===== config.mk =====
export PLATFORM = sky130hd
export DESIGN_NAME = spi_int_status
export DESIGN_NICKNAME = d
export VERILOG_FILES = /design/src/rtl/spi_int_status_pkg.sv /design/src/rtl/spi_chan_flags.sv /design/src/rtl/spi_sys_flags.sv /design/src/rtl/spi_mask_reg.sv /design/src/rtl/spi_int_status.sv
export SDC_FILE = /design/constraint.sdc
export NUM_CORES = 1
export LEC_CHECK = 0
export BUFFER_PORTS_ARGS = -buffer_cell sky130_fd_sc_hd__buf_4
export CAP_MARGIN = 30
export CORE_MARGIN = 2
export CORE_UTILIZATION = 50
export DETAILED_ROUTE_END_ITERATION = 8
export HOLD_SLACK_MARGIN = 0.03
export PLACE_DENSITY = 0.89
export SETUP_SLACK_MARGIN = 0.05
export SLEW_MARGIN = 5
export SYNTH_ARGS = -nofsm -noshare
export SYNTH_HDL_FRONTEND = slang
export SYNTH_SLANG_ARGS = --single-unit

===== constraint.sdc =====
create_clock -name clk -period 3.38 [get_ports clk]
set_clock_uncertainty 0.1 [all_clocks]
set_input_delay 0.169 -clock clk [delete_from_list [all_inputs] [get_ports clk]]
set_output_delay 0.169 -clock clk [all_outputs]
set_load 0.02 [all_outputs]

===== src/rtl/spi_int_status_pkg.sv =====
package spi_int_status_pkg;

  localparam int GRP_W = 4;

  typedef enum logic {
    REG_STATUS = 1'b0,
    REG_MASK   = 1'b1
  } reg_sel_e;

  // Positions that hold a real flag, for a given channel count and width
  function automatic logic [31:0] live_bits(input int nch);
    logic [31:0] v;
    v = '0;
    for (int n = 0; n < nch; n++) begin
      v[GRP_W*n]     = 1'b1;
      v[GRP_W*n + 1] = 1'b1;
      v[GRP_W*n + 2] = 1'b1;
    end
    v[3]             = 1'b1;
    v[GRP_W*nch]     = 1'b1;
    v[GRP_W*nch + 1] = 1'b1;
    return v;
  endfunction

endpackage


===== src/rtl/spi_chan_flags.sv =====
module spi_chan_flags
  import spi_int_status_pkg::*;
#(
  parameter bit HAS_OVF = 1'b0
) (
  input  logic             clk,
  input  logic             rst,
  input  logic             chan_en,
  input  logic             data_load,
  input  logic             ev_tx_empty,
  input  logic             ev_tx_udf,
  input  logic             ev_rx_full,
  input  logic             ev_rx_ovf,
  input  logic             target_mode,
  input  logic [GRP_W-1:0] clr,
  output logic [GRP_W-1:0] flags
);

  logic en_q, loaded_q;
  logic txe_q, udf_q, rxf_q;
  logic en_rise, set_txe, set_udf, set_rxf;

  assign en_rise = chan_en & ~en_q;
  assign set_txe = en_rise | (chan_en & ev_tx_empty);
  assign set_udf = chan_en & ev_tx_udf & loaded_q;
  assign set_rxf = chan_en & ev_rx_full;

  always_ff @(posedge clk) begin
    if (rst) begin
      en_q     <= 1'b0;
      loaded_q <= 1'b0;
      txe_q    <= 1'b0;
      udf_q    <= 1'b0;
      rxf_q    <= 1'b0;
    end else begin
      en_q     <= chan_en;
      loaded_q <= chan_en ? (loaded_q | data_load) : 1'b0;
      txe_q    <= set_txe | (txe_q & ~clr[0]);
      udf_q    <= set_udf | (udf_q & ~clr[1]);
      rxf_q    <= set_rxf | (rxf_q & ~clr[2]);
    end
  end

  generate
    if (HAS_OVF) begin : g_ovf
      logic ovf_q, set_ovf;
      assign set_ovf = chan_en & target_mode & ev_rx_ovf;
      always_ff @(posedge clk) begin
        if (rst) ovf_q <= 1'b0;
        else     ovf_q <= set_ovf | (ovf_q & ~clr[3]);
      end
      assign flags = {ovf_q, rxf_q, udf_q, txe_q};

      assert_ovf_gate_R8: assert property (@(posedge clk) disable iff (rst)
        $rose(ovf_q) |-> $past(target_mode && chan_en && ev_rx_ovf));
    end else begin : g_no_ovf
      logic unused_ovf;
      assign unused_ovf = ev_rx_ovf ^ target_mode ^ clr[3];
      assign flags = {1'b0, rxf_q, udf_q, txe_q};
    end
  endgenerate

  assert_enable_sets_empty_R5: assert property (@(posedge clk) disable iff (rst)
    $rose(chan_en) |=> txe_q);

  assert_udf_needs_load_R6: assert property (@(posedge clk) disable iff (rst)
    $rose(udf_q) |-> $past(loaded_q && chan_en));

  assert_rxf_only_enabled_R7: assert property (@(posedge clk) disable iff (rst)
    $rose(rxf_q) |-> $past(chan_en));

  assert_clear_works_R4: assert property (@(posedge clk) disable iff (rst)
    (clr[2] && !set_rxf) |=> !rxf_q);

  assert_set_wins_R11: assert property (@(posedge clk) disable iff (rst)
    (set_txe && clr[0]) |=> txe_q);

endmodule


===== src/rtl/spi_sys_flags.sv =====
module spi_sys_flags (
  input  logic       clk,
  input  logic       rst,
  input  logic       target_mode,
  input  logic       cs_active,
  input  logic       fifo_mode,
  input  logic       wcnt_done,
  input  logic [1:0] clr,
  output logic [1:0] flags
);

  logic cs_q, wake_q, eow_q, set_wake, set_eow;

  assign set_wake = target_mode & cs_active & ~cs_q;
  assign set_eow  = fifo_mode & wcnt_done;

  always_ff @(posedge clk) begin
    if (rst) begin
      cs_q   <= 1'b0;
      wake_q <= 1'b0;
      eow_q  <= 1'b0;
    end else begin
      cs_q   <= cs_active;
      wake_q <= set_wake | (wake_q & ~clr[0]);
      eow_q  <= set_eow  | (eow_q  & ~clr[1]);
    end
  end

  assign flags = {eow_q, wake_q};

  assert_wake_gate_R9: assert property (@(posedge clk) disable iff (rst)
    $rose(wake_q) |-> $past(target_mode && cs_active && !cs_q));

  assert_eow_gate_R10: assert property (@(posedge clk) disable iff (rst)
    $rose(eow_q) |-> $past(fifo_mode && wcnt_done));

endmodule


===== src/rtl/spi_mask_reg.sv =====
module spi_mask_reg #(
  parameter int          REG_W = 32,
  parameter logic [31:0] LIVE  = 32'h0
) (
  input  logic             clk,
  input  logic             rst,
  input  logic             wr,
  input  logic [REG_W-1:0] wr_data,
  output logic [REG_W-1:0] mask
);

  always_ff @(posedge clk) begin
    if (rst)     mask <= '0;
    else if (wr) mask <= wr_data & LIVE[REG_W-1:0];
  end

  assert_mask_resv_R2: assert property (@(posedge clk) disable iff (rst)
    wr |=> ((mask & ~LIVE[REG_W-1:0]) == '0));

endmodule


===== src/rtl/spi_int_status.sv =====
module spi_int_status
  import spi_int_status_pkg::*;
#(
  parameter int NUM_CH = 4,
  parameter int REG_W  = 32
) (
  input  logic              clk,
  input  logic              rst,
  input  logic [NUM_CH-1:0] chan_en,
  input  logic [NUM_CH-1:0] data_load,
  input  logic [NUM_CH-1:0] ev_tx_empty,
  input  logic [NUM_CH-1:0] ev_tx_udf,
  input  logic [NUM_CH-1:0] ev_rx_full,
  input  logic              ev_rx0_ovf,
  input  logic              target_mode,
  input  logic              cs_active,
  input  logic              fifo_mode,
  input  logic              wcnt_done,
  input  logic              wr_en,
  input  logic              wr_sel,
  input  logic [REG_W-1:0]  wr_data,
  input  logic              rd_sel,
  output logic [REG_W-1:0]  rd_data,
  output logic              irq
);

  localparam int          WAKE_POS = GRP_W * NUM_CH;
  localparam int          EOW_POS  = WAKE_POS + 1;
  localparam logic [31:0] LIVE     = live_bits(NUM_CH);

  logic [REG_W-1:0] status, mask, clr_vec;
  logic             stat_wr, mask_wr;

  assign stat_wr = wr_en & (reg_sel_e'(wr_sel) == REG_STATUS);
  assign mask_wr = wr_en & (reg_sel_e'(wr_sel) == REG_MASK);
  assign clr_vec = stat_wr ? wr_data : '0;

  genvar n;
  generate
    for (n = 0; n < NUM_CH; n++) begin : g_ch
      logic [GRP_W-1:0] grp;
      spi_chan_flags #(.HAS_OVF(n == 0)) u_flags (
        .clk         (clk),
        .rst         (rst),
        .chan_en     (chan_en[n]),
        .data_load   (data_load[n]),
        .ev_tx_empty (ev_tx_empty[n]),
        .ev_tx_udf   (ev_tx_udf[n]),
        .ev_rx_full  (ev_rx_full[n]),
        .ev_rx_ovf   ((n == 0) ? ev_rx0_ovf : 1'b0),
        .target_mode (target_mode),
        .clr         (clr_vec[GRP_W*n +: GRP_W]),
        .flags       (grp)
      );
      assign status[GRP_W*n +: GRP_W] = grp;
    end
    if (REG_W > EOW_POS + 1) begin : g_pad
      assign status[REG_W-1:EOW_POS+1] = '0;
    end
  endgenerate

  spi_sys_flags u_sys (
    .clk         (clk),
    .rst         (rst),
    .target_mode (target_mode),
    .cs_active   (cs_active),
    .fifo_mode   (fifo_mode),
    .wcnt_done   (wcnt_done),
    .clr         (clr_vec[EOW_POS:WAKE_POS]),
    .flags       (status[EOW_POS:WAKE_POS])
  );

  spi_mask_reg #(.REG_W(REG_W), .LIVE(LIVE)) u_mask (
    .clk     (clk),
    .rst     (rst),
    .wr      (mask_wr),
    .wr_data (wr_data),
    .mask    (mask)
  );

  always_ff @(posedge clk) begin
    if (rst) begin
      rd_data <= '0;
      irq     <= 1'b0;
    end else begin
      rd_data <= (reg_sel_e'(rd_sel) == REG_MASK) ? mask : status;
      irq     <= |(status & mask);
    end
  end

  assert_rd_resv_zero_R2: assert property (@(posedge clk) disable iff (rst)
    (rd_data & ~LIVE[REG_W-1:0]) == '0);

  assert_irq_follows_R12: assert property (@(posedge clk) disable iff (rst)
    irq == $past(|(status & mask)));

  assert_read_mux_R1: assert property (@(posedge clk) disable iff (rst)
    $past(rd_sel) |-> rd_data == $past(mask));

endmodule


==> metrics.log <==
[metrics] result of the run: completed
[metrics] Yosys top cell area share: 51.5%
[metrics] dominant cell type by count on the critical path: sky130_fd_sc_hd__dlygate4sd3_1
[metrics] critical-path cell with the highest stage delay: sky130_fd_sc_hd__dlygate4sd3_1
[metrics] cell count after synthesis: 244
[metrics] number of optimization iterations in the first detailed-route pass: 5
[metrics] total standard cell area after synthesis: 0.00214 mm^2
[metrics] clock tree buffer depth: 2
[metrics] element type at the critical path end: register
[metrics] min-delay src: ev_rx_full[0]
[metrics] site row count: 23
[metrics] most used flip-flop cell after synthesis: sky130_fd_sc_hd__dfxtp_1
[metrics] TritonCTS clock tree: built
[metrics] crit path cell chain: dlygate4sd3_1 -> buf_4 -> nand2_1 -> dlygate4sd3_1 -> a21oi_1
[metrics] number of synthesized flops with an enable pin: 0
[metrics] Synth async-reset ratio: 0%
[metrics] via density per instance: 4.95
[metrics] gp weighted congestion: 0.797
[metrics] clock transition at the registers of the reported paths: 90 ps
[metrics] portion of the post-synthesis area used by sequential elements: 51.5%
[metrics] Reg2Reg Capture Point: irq$_SDFF_PP0_
[metrics] cell depth of the worst min-delay path: 3
[metrics] worst max-slew margin expressed relative to the limit: 59.2%
[metrics] Slew Limit Fails: 0
[metrics] Pwr Density: 428 mW/mm^2
[metrics] CTS H-tree depth: 2
[metrics] maximum fanout along the worst path: 1
[metrics] first-iteration detailed-routing DRC count: 155
[metrics] number of global-route vias before repair: 1787
[metrics] # port buffers: 60
[metrics] # setup viols final: 0
[metrics] Yosys cell types: 25
[metrics] worst ir drop on vdd: 0.288 mV
[metrics] multi-input gate area in the final layout: 832 um^2
[metrics] cells taking the most area after synthesis: sky130_fd_sc_hd__dfxtp_1 51%, sky130_fd_sc_hd__a21oi_1 7.0%, sky130_fd_sc_hd__buf_4 7.0%, sky130_fd_sc_hd__mux2i_1 7.0%, sky130_fd_sc_hd__nand2_1 6.3%
[metrics] clock latency reported for the late side of the worst-skew pair: 300 ps
[metrics] Die Y: 69.4 um
[metrics] layout overhead on the synthesized area: 32.0%
[metrics] total of fill cells in the finished design: 322
[metrics] pin count of the biggest net entering global routing: 52
[metrics] global-route wire length before repair: 7.69 mm
[metrics] leading area contributor after synthesis: sky130_fd_sc_hd__dfxtp_1
[metrics] half-perimeter wire length after detailed placement: 3.14 mm
[metrics] count of buffers added by post-CTS timing repair for setup: 0
[metrics] root cell of the clock tree: sky130_fd_sc_hd__clkbuf_8
[metrics] vias post-DR: 1836
[metrics] r2r setup slk: 2150 ps
[metrics] number of flip-flops and latches in the synthesized netlist: 55
[metrics] count of unresolved DRC violations after routing: 0
[metrics] Setup TNS: 0 ps
[metrics] antenna violations before repair: 0
[metrics] number of endpoints with negative hold slack in the final report: 0
[metrics] net count reported at finish: 384
[metrics] post-route fraction of the period consumed by the critical path: 43.6%
[metrics] Ant. Diodes: 0
[metrics] CP Launch Point: ev_rx_full[2]
[metrics] smallest hold slack: 36.1 ps
[metrics] element type at the critical path start: input pin
[metrics] Synth Warn #: 0
[metrics] # Max-Cap Violations: 0
[metrics] number of cells traversed by the worst register-to-register path: 3
[metrics] number of CTS-inserted buffers: 5
[metrics] GRT overflow: 0
[metrics] number of placed I/O pins: 95
[metrics] starting density of the core: 52.7%
[metrics] area taken by flip-flops and latches: 0.00110 mm^2
[metrics] RSZ-0062 raised after global routing: false
[metrics] min-delay worst type: input pin to register
[metrics] Core Area: 0.00406 mm^2
[metrics] die width: 69.4 um
[metrics] worst endpoint data arrival time: 1560 ps
[metrics] data required time at the worst endpoint: 3460 ps
[metrics] full die area: 0.00482 mm^2
[metrics] critical path's largest stage delay: 570 ps
[metrics] Hold Crit Endpoint: g_ch[0].u_flags.rxf_q$_SDFF_PP0_
[metrics] Total GRT Usage: 19.9%
[metrics] transition time at the pin with the least slew margin: 612 ps
[metrics] fmax: 0.678 GHz
[metrics] total leakage power: 1.28 nW
[metrics] PostCTS Resize Cnt: 0
[metrics] fraction of layout cells with a size suffix above 1: 20.9%
[metrics] type of the worst setup path: input pin to register
[metrics] routed length per instance: 12.4 um
[metrics] count of clock tree sinks: 55
[metrics] RR Startpoint: g_ch[1].u_flags.txe_q$_SDFF_PP0_
[metrics] average footprint of a synthesized cell: 8.77 um^2
[metrics] number of routed nets with antenna violations: 0
[metrics] total wire length after detailed routing: 4.60 mm
[metrics] final critical delay including setup and external delays: 1470 ps
## cell families (layout without fill, tap and decap cells)
kind of cell,count (synthesis),after routing,synth area share [%]
and+or+nand+nor,65,65,12.9
AOI/OAI and AO/OA,61,61,16.0
DFF,55,55,51.5
buffers and inverters,47,108,12.5
muxes,15,15,7.02
other,1,17,0.175
## critical path, delay by kind of cell
family / cells / cell delay, ps
AOI/OAI and AO/OA: 1 / 60
buffers and inverters: 3 / 1260
and+or+nand+nor: 1 / 60
## power by group
part | internal [mW] | total, mW | switching (mW)
Sequential | 0.679 | 0.696 | 0.0171
Combinational | 0.0869 | 0.177 | 0.0898
Clock | 0.138 | 0.337 | 0.199
Total | 0.904 | 1.21 | 0.306
## area by class of cell
type	count	share of cell area (%)
inverters	19	2.53
well taps	50	2.22
clock inverters	1	0.266
repair buffers	83	24.1
clock buffers	5	2.44
multi-input cells	158	29.5
flip-flops and latches	55	39.0
## flip-flops by register name (all words and copies together) (netlist names)
register,cells
rd_data,15
u_mask.mask,15
g_ch.u_flags.en_q,4
g_ch.u_flags.loaded_q,4
g_ch.u_flags.rxf_q,4
g_ch.u_flags.txe_q,4
g_ch.u_flags.udf_q,4
g_ch.u_flags.g_ovf.ovf_q,1
irq,1
u_sys.cs_q,1
u_sys.eow_q,1
u_sys.wake_q,1
## per-layer routing
metal	vias to the layer above	GRT usage (%)	share of wire, %
met5	-	0	0
met1	832	23.9	43
met2	74	33.9	48
met4	0	7.19	1.7
met3	8	5.52	6.8
li1	922	-	-
## synthesized netlist by cell type (2+ instances only)
| cell type | count |
|---|---|
| sky130_fd_sc_hd__nand2_1 | 36 |
| sky130_fd_sc_hd__a221oi_1 | 2 |
| sky130_fd_sc_hd__mux2i_1 | 15 |
| sky130_fd_sc_hd__a21oi_1 | 30 |
| sky130_fd_sc_hd__o21a_1 | 4 |
| sky130_fd_sc_hd__buf_2 | 6 |
| sky130_fd_sc_hd__nor2b_1 | 5 |
| sky130_fd_sc_hd__o21ai_0 | 18 |
| sky130_fd_sc_hd__inv_1 | 19 |
| sky130_fd_sc_hd__a22o_1 | 2 |
| sky130_fd_sc_hd__dfxtp_1 | 55 |
| sky130_fd_sc_hd__buf_4 | 20 |
| sky130_fd_sc_hd__nor2_1 | 15 |
| sky130_fd_sc_hd__nand3_1 | 5 |
| sky130_fd_sc_hd__a22oi_1 | 2 |
## metrics by stage
stage / utilization (%) / instances / setup slack, ps / instance area (um^2) / power [mW]
2_1_floorplan: - / 260 / 2320 / 2200 / 0.813
6_report: 69.6 / 371 / 1910 / 2820 / 1.21
3_5_place_dp: 62.0 / 342 / 2150 / 2520 / 0.866
5_1_grt: 69.6 / 371 / 1890 / 2820 / 1.26
3_3_place_gp: 62.0 / 342 / 2200 / 2520 / 0.861
4_1_cts: 69.3 / 370 / 1980 / 2810 / 1.21
## worst max-delay path by stage
stage                     cells past startpoint                          endpoint
after CTS                                     5            u_sys.eow_q$_SDFF_PP0_
after detailed placement                      4       u_mask.mask[0]$_SDFFE_PP0P_
after floorplan                               3                    irq$_SDFF_PP0_
after global routing                          5  g_ch[2].u_flags.rxf_q$_SDFF_PP0_
after global placement                        3                    irq$_SDFF_PP0_
final                                         5  g_ch[2].u_flags.rxf_q$_SDFF_PP0_
## cell usage in the layout, fill, tap and decap left out, types with 15 or more instances in the layout
cell type	synthesis	routed
sky130_fd_sc_hd__buf_4	20	60
sky130_fd_sc_hd__dfxtp_1	55	55
sky130_fd_sc_hd__nand2_1	36	36
sky130_fd_sc_hd__a21oi_1	30	30
sky130_fd_sc_hd__dlygate4sd3_1	0	23
sky130_fd_sc_hd__inv_1	19	19
sky130_fd_sc_hd__o21ai_0	18	18
sky130_fd_sc_hd__conb_1	1	17
sky130_fd_sc_hd__mux2i_1	15	15
sky130_fd_sc_hd__nor2_1	15	15
## timing repair
action / 4_1_cts / 5_1_grt
endpoints found under the setup margin: 0 / 0
hold buffers: 22 / 1
hold endpoints to repair: 20 / 1
Note: power is estimated with default switching activity, not from simulation.
